[src/rtl/exc_arb_pkg.sv]
package exc_arb_pkg;
   // system sources: non-maskable, hard fault, then seven configurable ones
   localparam int SYS_SRC  = 9;
   localparam int CFG_SYS  = 7;
   localparam int LVL_RST  = 0;
   localparam int LVL_NMI  = 1;
   localparam int LVL_HARD = 2;
   localparam int LVL_BASE = 3;

   // source index (vector order, reset excluded) to vector number
   function automatic int src_vector(input int s);
      if (s < 5)      return s + 2;
      else if (s < 7) return s + 6;
      else            return s + 7;
   endfunction
endpackage

[src/rtl/exc_cfg_regs.sv]
module exc_cfg_regs #(
   parameter int NCFG   = 15,
   parameter int PRIO_W = 3,
   parameter int AW     = 4
) (
   input  logic                          clk,
   input  logic                          rst_n,
   input  logic                          we,
   input  logic [AW-1:0]                 addr,
   input  logic [PRIO_W:0]               wdata,
   output logic [PRIO_W:0]               rdata,
   output logic [NCFG-1:0]               en,
   output logic [NCFG-1:0][PRIO_W-1:0]   prio
);
   for (genvar j = 0; j < NCFG; j++) begin : g_entry
      always_ff @(posedge clk or negedge rst_n) begin
         if (!rst_n) begin
            en[j]   <= 1'b0;
            prio[j] <= '0;
         end else if (we && (addr == AW'(j))) begin
            en[j]   <= wdata[0];
            prio[j] <= wdata[PRIO_W:1];
         end
      end
   end

   always_comb begin
      rdata = '0;
      for (int j = 0; j < NCFG; j++) begin
         if (addr == AW'(j)) rdata = {prio[j], en[j]};
      end
   end
endmodule

[src/rtl/exc_level_map.sv]
module exc_level_map import exc_arb_pkg::*; #(
   parameter int NSRC   = 17,
   parameter int PRIO_W = 3,
   parameter int LVL_W  = 4
) (
   input  logic [NSRC-1:0]                 pend,
   input  logic [NSRC-3:0]                 en,
   input  logic [NSRC-3:0][PRIO_W-1:0]     prio,
   output logic [NSRC-1:0]                 req,
   output logic [NSRC-1:0][LVL_W-1:0]      lvl
);
   for (genvar s = 0; s < NSRC; s++) begin : g_src
      if (s == 0) begin : g_nmi
         assign req[s] = pend[s];
         assign lvl[s] = LVL_W'(LVL_NMI);
      end else if (s == 1) begin : g_hard
         assign req[s] = pend[s];
         assign lvl[s] = LVL_W'(LVL_HARD);
      end else begin : g_cfg
         assign req[s] = pend[s] & en[s-2];
         assign lvl[s] = LVL_W'(LVL_BASE) + LVL_W'(prio[s-2]);
      end
   end
endmodule

[src/rtl/exc_pick.sv]
module exc_pick import exc_arb_pkg::*; #(
   parameter int NSRC  = 17,
   parameter int LVL_W = 4,
   parameter int VEC_W = 5
) (
   input  logic [NSRC-1:0]             req,
   input  logic [NSRC-1:0][LVL_W-1:0]  lvl,
   output logic                        found,
   output logic [LVL_W-1:0]            best_lvl,
   output logic [VEC_W-1:0]            best_vec
);
   // ascending scan with strict compare keeps the lower vector on a tie
   always_comb begin
      found    = 1'b0;
      best_lvl = '1;
      best_vec = '0;
      for (int s = 0; s < NSRC; s++) begin
         if (req[s] && (!found || (lvl[s] < best_lvl))) begin
            found    = 1'b1;
            best_lvl = lvl[s];
            best_vec = VEC_W'(src_vector(s));
         end
      end
   end
endmodule

[src/rtl/exc_arbiter.sv]
module exc_arbiter import exc_arb_pkg::*; #(
   parameter int  NUM_IRQ = 8,
   parameter int  PRIO_W  = 3,
   localparam int NCFG    = CFG_SYS + NUM_IRQ,
   localparam int NSRC    = SYS_SRC + NUM_IRQ,
   localparam int IDLE    = (1 << PRIO_W) + LVL_BASE,
   localparam int LVL_W   = $clog2(IDLE + 1),
   localparam int VEC_W   = $clog2(16 + NUM_IRQ),
   localparam int AW      = (NCFG > 1) ? $clog2(NCFG) : 1
) (
   input  logic                clk,
   input  logic                rst_n,
   input  logic [SYS_SRC-1:0]  sys_pend,
   input  logic [NUM_IRQ-1:0]  irq_pend,
   input  logic                cur_busy,
   input  logic [LVL_W-1:0]    cur_lvl,
   input  logic                cfg_we,
   input  logic [AW-1:0]       cfg_addr,
   input  logic [PRIO_W:0]     cfg_wdata,
   output logic [PRIO_W:0]     cfg_rdata,
   output logic                take,
   output logic [VEC_W-1:0]    vec,
   output logic [VEC_W+1:0]    vec_off
);
   if (PRIO_W < 1 || PRIO_W > 5) begin : g_bad_prio
      $error("exc_arbiter: PRIO_W must lie in 1..5");
   end
   if (NUM_IRQ < 1 || NUM_IRQ > 240) begin : g_bad_irq
      $error("exc_arbiter: NUM_IRQ must lie in 1..240");
   end

   logic [NCFG-1:0]              en;
   logic [NCFG-1:0][PRIO_W-1:0]  prio;
   logic [NSRC-1:0]              req;
   logic [NSRC-1:0][LVL_W-1:0]   lvl;
   logic                         found;
   logic [LVL_W-1:0]             best_lvl;
   logic [VEC_W-1:0]             best_vec;
   logic                         boot_q;
   logic [LVL_W-1:0]             act_lvl;
   logic                         fire;
   logic [VEC_W-1:0]             nxt_vec;

   exc_cfg_regs #(.NCFG(NCFG), .PRIO_W(PRIO_W), .AW(AW)) u_regs (
      .clk   (clk),
      .rst_n (rst_n),
      .we    (cfg_we),
      .addr  (cfg_addr),
      .wdata (cfg_wdata),
      .rdata (cfg_rdata),
      .en    (en),
      .prio  (prio)
   );

   exc_level_map #(.NSRC(NSRC), .PRIO_W(PRIO_W), .LVL_W(LVL_W)) u_map (
      .pend ({irq_pend, sys_pend}),
      .en   (en),
      .prio (prio),
      .req  (req),
      .lvl  (lvl)
   );

   exc_pick #(.NSRC(NSRC), .LVL_W(LVL_W), .VEC_W(VEC_W)) u_pick (
      .req      (req),
      .lvl      (lvl),
      .found    (found),
      .best_lvl (best_lvl),
      .best_vec (best_vec)
   );

   assign act_lvl = cur_busy ? cur_lvl : LVL_W'(IDLE);
   assign fire    = boot_q | (found & (best_lvl < act_lvl));
   assign nxt_vec = boot_q ? VEC_W'(1) : (fire ? best_vec : '0);

   always_ff @(posedge clk or negedge rst_n) begin
      if (!rst_n) begin
         boot_q <= 1'b1;
         take   <= 1'b0;
         vec    <= '0;
      end else begin
         boot_q <= 1'b0;
         take   <= fire;
         vec    <= nxt_vec;
      end
   end

   assign vec_off = {vec, 2'b00};
endmodule

[config.mk]
export PLATFORM = sky130hd
export DESIGN_NAME = exc_arbiter
export DESIGN_NICKNAME = d
export VERILOG_FILES = /design/src/rtl/exc_arb_pkg.sv /design/src/rtl/exc_cfg_regs.sv /design/src/rtl/exc_level_map.sv /design/src/rtl/exc_pick.sv /design/src/rtl/exc_arbiter.sv
export SDC_FILE = /design/constraint.sdc
export NUM_CORES = 1
export LEC_CHECK = 0
export BUFFER_PORTS_ARGS = -buffer_cell sky130_fd_sc_hd__buf_2
export CAP_MARGIN = 30
export CORE_UTILIZATION = 40
export DETAILED_ROUTE_END_ITERATION = 8
export GPL_ROUTABILITY_DRIVEN = 1
export PLACE_DENSITY_LB_ADDON = 0.12
export SLEW_MARGIN = 15
export SYNTH_ARGS = -nofsm -noshare
export SYNTH_HDL_FRONTEND = slang
export SYNTH_SLANG_ARGS = --single-unit
[constraint.sdc]
create_clock -name clk -period 27 [get_ports clk]
set_input_delay 1.35 -clock clk [delete_from_list [all_inputs] [get_ports clk]]
set_output_delay 1.35 -clock clk [all_outputs]
set_load 0.01 [all_outputs]
Word level (Yosys, flattened, before mapping)
Cells that the tools add are included.

Add/subtract/negate cells: 15. $mul: 0. Divide/modulo/power cells: 0. $lt $le $gt $ge: 17. Eq/ne operators: 14. Shift-type cells: 0. Mux-type cells: 69. Bitwise operators: 17. Reduce and logical (&&, ||, !) cells: 64.

Operator list (count): two-way mux 4 bit (37); < comparator 4 bit (16); adder 2 x 3 -> 4 bit, first input constant (15); two-way mux 5 bit (10); logical AND 1 bit (31); equality test 4 bit, second input constant (7); two-way mux 1 bit (17); AND 1 bit (16); equality test 4 x 3 -> 1 bit, second input constant (4); logical NOT 1 bit (16); logical OR 1 bit (16); two-way mux 3 bit (3); equality test 4 x 2 -> 1 bit, second input constant (2); equality test 4 x 1 -> 1 bit, second input constant (1); logical NOT 4 bit (1); < comparator 2 x 4 -> 1 bit, first input constant (1); two-way mux 2 bit (2); bitwise OR 1 bit (1).

Register bits: 67. Bits in latches: 0. Bits in writable memories: 0. Memory bits (read-only): 0. Input port bits: 33. Logic and storage cells: 229. Memories kept: 0.

Logic depth before layout (Yosys ltp)
Depth after elaboration: 70. Gate-level depth with buffers: 120. Gate-level depth less buffers: 118.

By module
Synthesis repeated with hierarchy kept, for this count alone.

Cells, all modules: 977. Area total of the unflattened synthesis: 8029.0 um2.

By module, submodules not included: exc_pick (instances 1, cells each 590, area each 3870.0 um2, sequential area each 0.0 um2); exc_cfg_regs (instances 1, cells each 230, area each 2981.6 um2, sequential area each 1501.4 um2); exc_level_map (instances 1, cells each 117, area each 777.0 um2, sequential area each 0.0 um2); exc_arbiter (instances 1, cells each 40, area each 400.4 um2, sequential area each 176.4 um2).

Worst setup path before layout
No wires, ideal clock.

Path kind: input to register. Start point: in sys_pend[1]. End point: reg vec[3]. Setup time: 88 ps. Arrival time: 22947 ps. Data required time: 26912 ps. Setup slack: 3965 ps. Stages on the path: 107. Cells stage by stage: or2_2 ha_1 nand4b_1 nand3_1 a21oi_1 a21oi_1 ha_1 a21oi_1 nand3_1 nand2_1 mux2_2 ha_1 a21o_1 nor2_1 nand2_1 o21a_1 o21ai_1 nand2_1 [... 71 more ...] nor4b_4 nor3_2 mux2_2 ha_1 a21oi_1 o2111ai_1 nor2_1 a31oi_4 nor2_1 a21oi_1 ha_1 and3b_1 o21ai_0 nand2b_1 a221oi_1 nor2b_1 o21ai_0 nor3b_1.

Cells in the longest elaborated chain, start to end: 67. Elaborated cells on any way between the ends: 110. Those cells by class: order compare (16); mux (46); bitwise (2); reduce/logical (46).

RTL lines: from (decl) (line exc_arbiter.sv:13) `input logic [SYS_SRC-1:0] sys_pend,`; logical AND 1 bit (*) (line exc_pick.sv:18) `if (req[s] && (!found || (lvl[s] < best_lvl))) begin`; two-way mux 4 bit / two-way mux 1 bit (equally long branches) (line exc_pick.sv:18); < comparator 4 bit / logical NOT 1 bit (equally long branches) (line exc_pick.sv:18); logical OR 1 bit (line exc_pick.sv:18); logical AND 1 bit (line exc_pick.sv:18); two-way mux 4 bit / two-way mux 1 bit (equally long branches) (line exc_pick.sv:18); < comparator 4 bit / logical NOT 1 bit (equally long branches) (line exc_pick.sv:18); logical OR 1 bit (line exc_pick.sv:18); [... 51 more ...]; logical OR 1 bit (line exc_pick.sv:18); logical AND 1 bit (line exc_pick.sv:18); two-way mux 4 bit (line exc_pick.sv:18); < comparator 4 bit (line exc_arbiter.sv:72) `assign fire = boot_q | (found & (best_lvl < act_lvl));`; AND 1 bit (line exc_arbiter.sv:72); bitwise OR 1 bit (line exc_arbiter.sv:72); two-way mux 5 bit (*) (2 in a row) (line exc_arbiter.sv:73) `assign nxt_vec = boot_q ? VEC_W'(1) : (fire ? best_vec : '0);`; named net nxt_vec[3] (line exc_arbiter.sv:42) `logic [VEC_W-1:0] nxt_vec;`; to (signal assigned) (line exc_arbiter.sv:83) `vec <= nxt_vec;`; to (decl) (line exc_arbiter.sv:22) `output logic [VEC_W-1:0] vec,`.

Mark *: on every way through the listed nets, which the timed path passes. The rest lies on a longest branch. A chain may end at the register's enable or synchronous reset.

Worst setup path in the final report
Start point: in sys_pend[0]. End point: reg vec[3].

Cells in the longest elaborated chain, start to end: 70. Elaborated cells on any way between the ends: 115. Those cells by class: order compare (17); mux (48); bitwise (2); reduce/logical (48).

RTL lines (line): two-way mux 4 bit / two-way mux 1 bit (equally long branches) (exc_pick.sv:18); < comparator 2 x 4 -> 1 bit / logical NOT 1 bit (equally long branches) (exc_pick.sv:18); logical OR 1 bit (exc_pick.sv:18); logical AND 1 bit (exc_pick.sv:18); two-way mux 4 bit / two-way mux 1 bit (equally long branches) (exc_pick.sv:18); < comparator 4 bit / logical NOT 1 bit (equally long branches) (exc_pick.sv:18); logical OR 1 bit (exc_pick.sv:18); logical AND 1 bit (exc_pick.sv:18); [... 54 more ...]; logical OR 1 bit (exc_pick.sv:18); logical AND 1 bit (exc_pick.sv:18); two-way mux 4 bit (exc_pick.sv:18); < comparator 4 bit (exc_arbiter.sv:72); AND 1 bit (exc_arbiter.sv:72); bitwise OR 1 bit (exc_arbiter.sv:72); two-way mux 5 bit (*) (2 in a row) (exc_arbiter.sv:73); named net nxt_vec[3] (exc_arbiter.sv:42).

Marks and branches as above.

==> results by group <==
Synth
  – Post-synth EDFFs: 0
  – Count leader, synth: nand2_1
  – Syn. warnings: 0
  – Cell area after synthesis: about 0.007 mm²
  – Cell taking the most area after synthesis: dfrtp_1
  – Seq cells post-synth: 67
  – Post-synthesis cell count: between 800 and 900
  – Synth top cells by count: 102 x nand2_1, 69 x a21oi_1, 66 x dfrtp_1, 66 x o21ai_0, 65 x nor2_1
  – Synth top area share: between 20% and 30%
  – Synth unique cells: 86
  – Synth area leaders: dfrtp_1 24%, mux2_2 9.6%, ha_1 8.9%
  – Main synth FF type: dfrtp_1
  – Post-synthesis sequential area ratio: around a quarter
  – Syn_area_per_cell: roughly 8.1 µm²
  – Synth async-reset ratio: 100.0%

Floorplanning
  – Die area: roughly 0.018 mm²
  – Initial Util: 41.26%
  – Die height: ~130 µm
  – Die X: 133.5 µm
  – IO Pins: 50
  – Std-Cell Rows: 47
  – Core Box Area: around 0.017 mm²

Detailed routing
  – DR WL/cell: 18.29 µm
  – Drt drc: 0
  – DR vias: about 6400
  – Vias per cell: 5.785
  – Starting DRT DRC Count: approximately 350
  – First-pass iteration count of the detailed router: 5
  – Detailed Route WL: roughly 20000 µm
  – Detail Route Antenna Nets: 0

Worst setup path
  – Critical Path Max Stage Delay: around 0.45 ns
  – Worst r2r src: u_regs.prio[0]
  – Worst reg-to-reg setup slack: approximately 2.6 ns
  – Startpoint class of the critical path: primary input
  – CP Capture Type: register
  – Most used cell, CP: ha_1
  – CP Class: primary input to register
  – Crit path max fanout: 11
  – Crit path required time: 27.24 ns
  – Crit-path slowest cell: a2111oi_4
  – FF-to-FF End: vec[3]
  – CP Data Arrival Time: between 20 and 30 ns
  – Cell count of the worst reg-to-reg path: ~110

CTS
  – Worst-Skew Late Latency: approximately 0.33 ns
  – CTS Buf Count: 9
  – Root buffer cell: clkbuf_16
  – Clk buf depth: 2
  – Clock slew at reported path FFs: roughly 0.06 ns
  – H-tree Lvls: 3
  – TritonCTS clock tree: done
  – CTS Sinks: 67

GRT
  – Vias in the first global route: 6095
  – Largest net degree at the start of global routing: 68
  – GRT overflow: 0
  – Global-route wire length before repair: ~33000 µm
  – Gr usage total: a little under a quarter
  – Initial antenna violation count: 0

Pwr
  – Peak VDD IR: 0.00006923 V
  – Pwr dens: between 100 and 150 mW/mm²
  – Leakage: between 3 and 4 nW
  – Power Total: 1.010 mW

Place
  – I/O Buffers: 47
  – RePlAce Congestion: between 0.8 and 0.9
  – Post-DP HPWL: around 16000 µm
  – Placed insts: roughly 1100

Min path
  – Worst Hold Class: register to register
  – Hold Path Sink: u_regs.prio[13]
  – Min-Delay Startpoint: u_regs.prio[13]
  – Worst Hold Depth: 1

Timing
  – Actual slew at the worst max-slew pin: about 0.8 ns
  – Final worst-path cycle share: between 90 and 100%
  – Fmax: ~40 MHz
  – Count of final hold-check violations: 0
  – Pins over their slew limit: 0
  – Skew final: approximately 0.006 ns
  – Max_slew headroom: about half
  – Final setup vio count: 0
  – Post-route minimum period: about 25 ns

Final layout
  – Synth-to-Final Area Change: 12.16%
  – Final Non-Filler Cells: about 1100
  – Fraction of layout cells with a size suffix above 1: 18.90%
  – Diode count: 0
  – Fin nets: a little under 1000

Outcome
  – Outcome: completed

Flow run
  – Max Cap Viol: 0
==> critical path: cells and delay by family <==
kind	cells	cell delay, ns
fa+ha+maj	16	4.90
mux	8	3.01
compound gates	48	9.76
simple gates	33	5.71
buf+inv	3	0.48
==> metrics by stage <==
step	setup TNS, ns	hold slack (ns)	worst slack, ns	utilization (%)	area (µm²)
floorplan	0	0.4966	3.965	-	6923
finish	0	0.5422	1.946	46.28	7756
CTS	0	0.5404	0.9037	45.71	7661
global route	-0.02864	0.5735	-0.02864	46.28	7756
detailed placement	0	0.5288	0.6809	43.61	7310
global placement	0	0.5203	0.8416	43.61	7310
==> final cells by class <==
type                    instances  area [µm²]
multi-input cells             694        4918
fillers                      1704        9004
clock inverters                 6       112.6
flip-flops and latches         67        1678
well taps                     220       275.3
clock buffers                  10       239.0
repair buffers                 53       292.8
inverters                      64       240.2
==> state kept, by name, summed over array words and instances (netlist names) <==
name         flops
boot_q           1
take             1
u_regs.en       15
u_regs.prio     45
vec              5
==> placed cells by master (no fill, tap or decap), types with 4 or more instances in the layout <==
master and instances:
a211o_1 6, a21o_1 13, a21oi_1 65, a21oi_2 5
a311oi_1 4, a31oi_1 9, and2_1 6, and3_1 9
buf_2 47, buf_4 5, clkbuf_16 9, dfrtp_1 66
ha_1 49, inv_1 64, mux2_2 59, mux2i_1 14
nand2_1 102, nand2b_1 10, nand3_1 30, nand4_1 9
nor2_1 63, nor2b_1 7, nor3_1 11, nor3b_1 5
o211a_1 4, o211ai_1 6, o21a_1 12, o21ai_0 66
o22ai_1 9, o31ai_1 4, or2_2 4, xnor2_1 9
xor2_1 6
==> metal layers <==
layer | vias to the layer above | routed length, µm | share of wire (%) | track usage [%]
li1 | 3198 | - | - | -
met1 | 3081 | 9998 | 49 | 33.70
met4 | 0 | 161 | 0.79 | 4.104
met2 | 154 | 9412 | 46 | 37.70
met5 | - | 0 | 0 | 0
met3 | 12 | 799 | 3.9 | 3.158
==> repair_timing <==
| action | 4_1_cts | 5_1_grt |
|---|---|---|
| hold buffers | 0 | 0 |
| endpoints found under the setup margin | 0 | 6 |
| gates resized for setup | 0 | 11 |
| hold endpoints to repair | 0 | 0 |
| buffers inserted | 0 | 3 |
==> logic make-up (layout without fill, tap and decap cells) <==
family | after synthesis | in the layout | share of synthesized area, %
flops | 67 | 67 | 24.26
buf+inv | 93 | 133 | 5.482
mux | 76 | 76 | 12.61
xor+xnor | 15 | 15 | 1.900
other cells | 1 | 3 | 0.05423
fa+ha+maj | 52 | 52 | 9.300
simple gates | 279 | 279 | 19.36
compound gates | 269 | 269 | 27.03
==> worst max path at each step <==
stage	startpoint	slack (ns)	endpoint
floorplan	sys_pend[1]	3.96	vec[3]
global placement	sys_pend[0]	0.84	vec[3]
detailed placement	sys_pend[0]	0.68	vec[3]
CTS	sys_pend[0]	0.90	vec[3]
global route	sys_pend[0]	-0.03	vec[3]
finish	sys_pend[0]	1.95	vec[3]
==> power by group <==
part	switching (mW)	internal (mW)
logic	0.423	0.292
registers	0.0315	0.125
clock network	0.0445	0.0928
(Power assumes the default switching activity.)
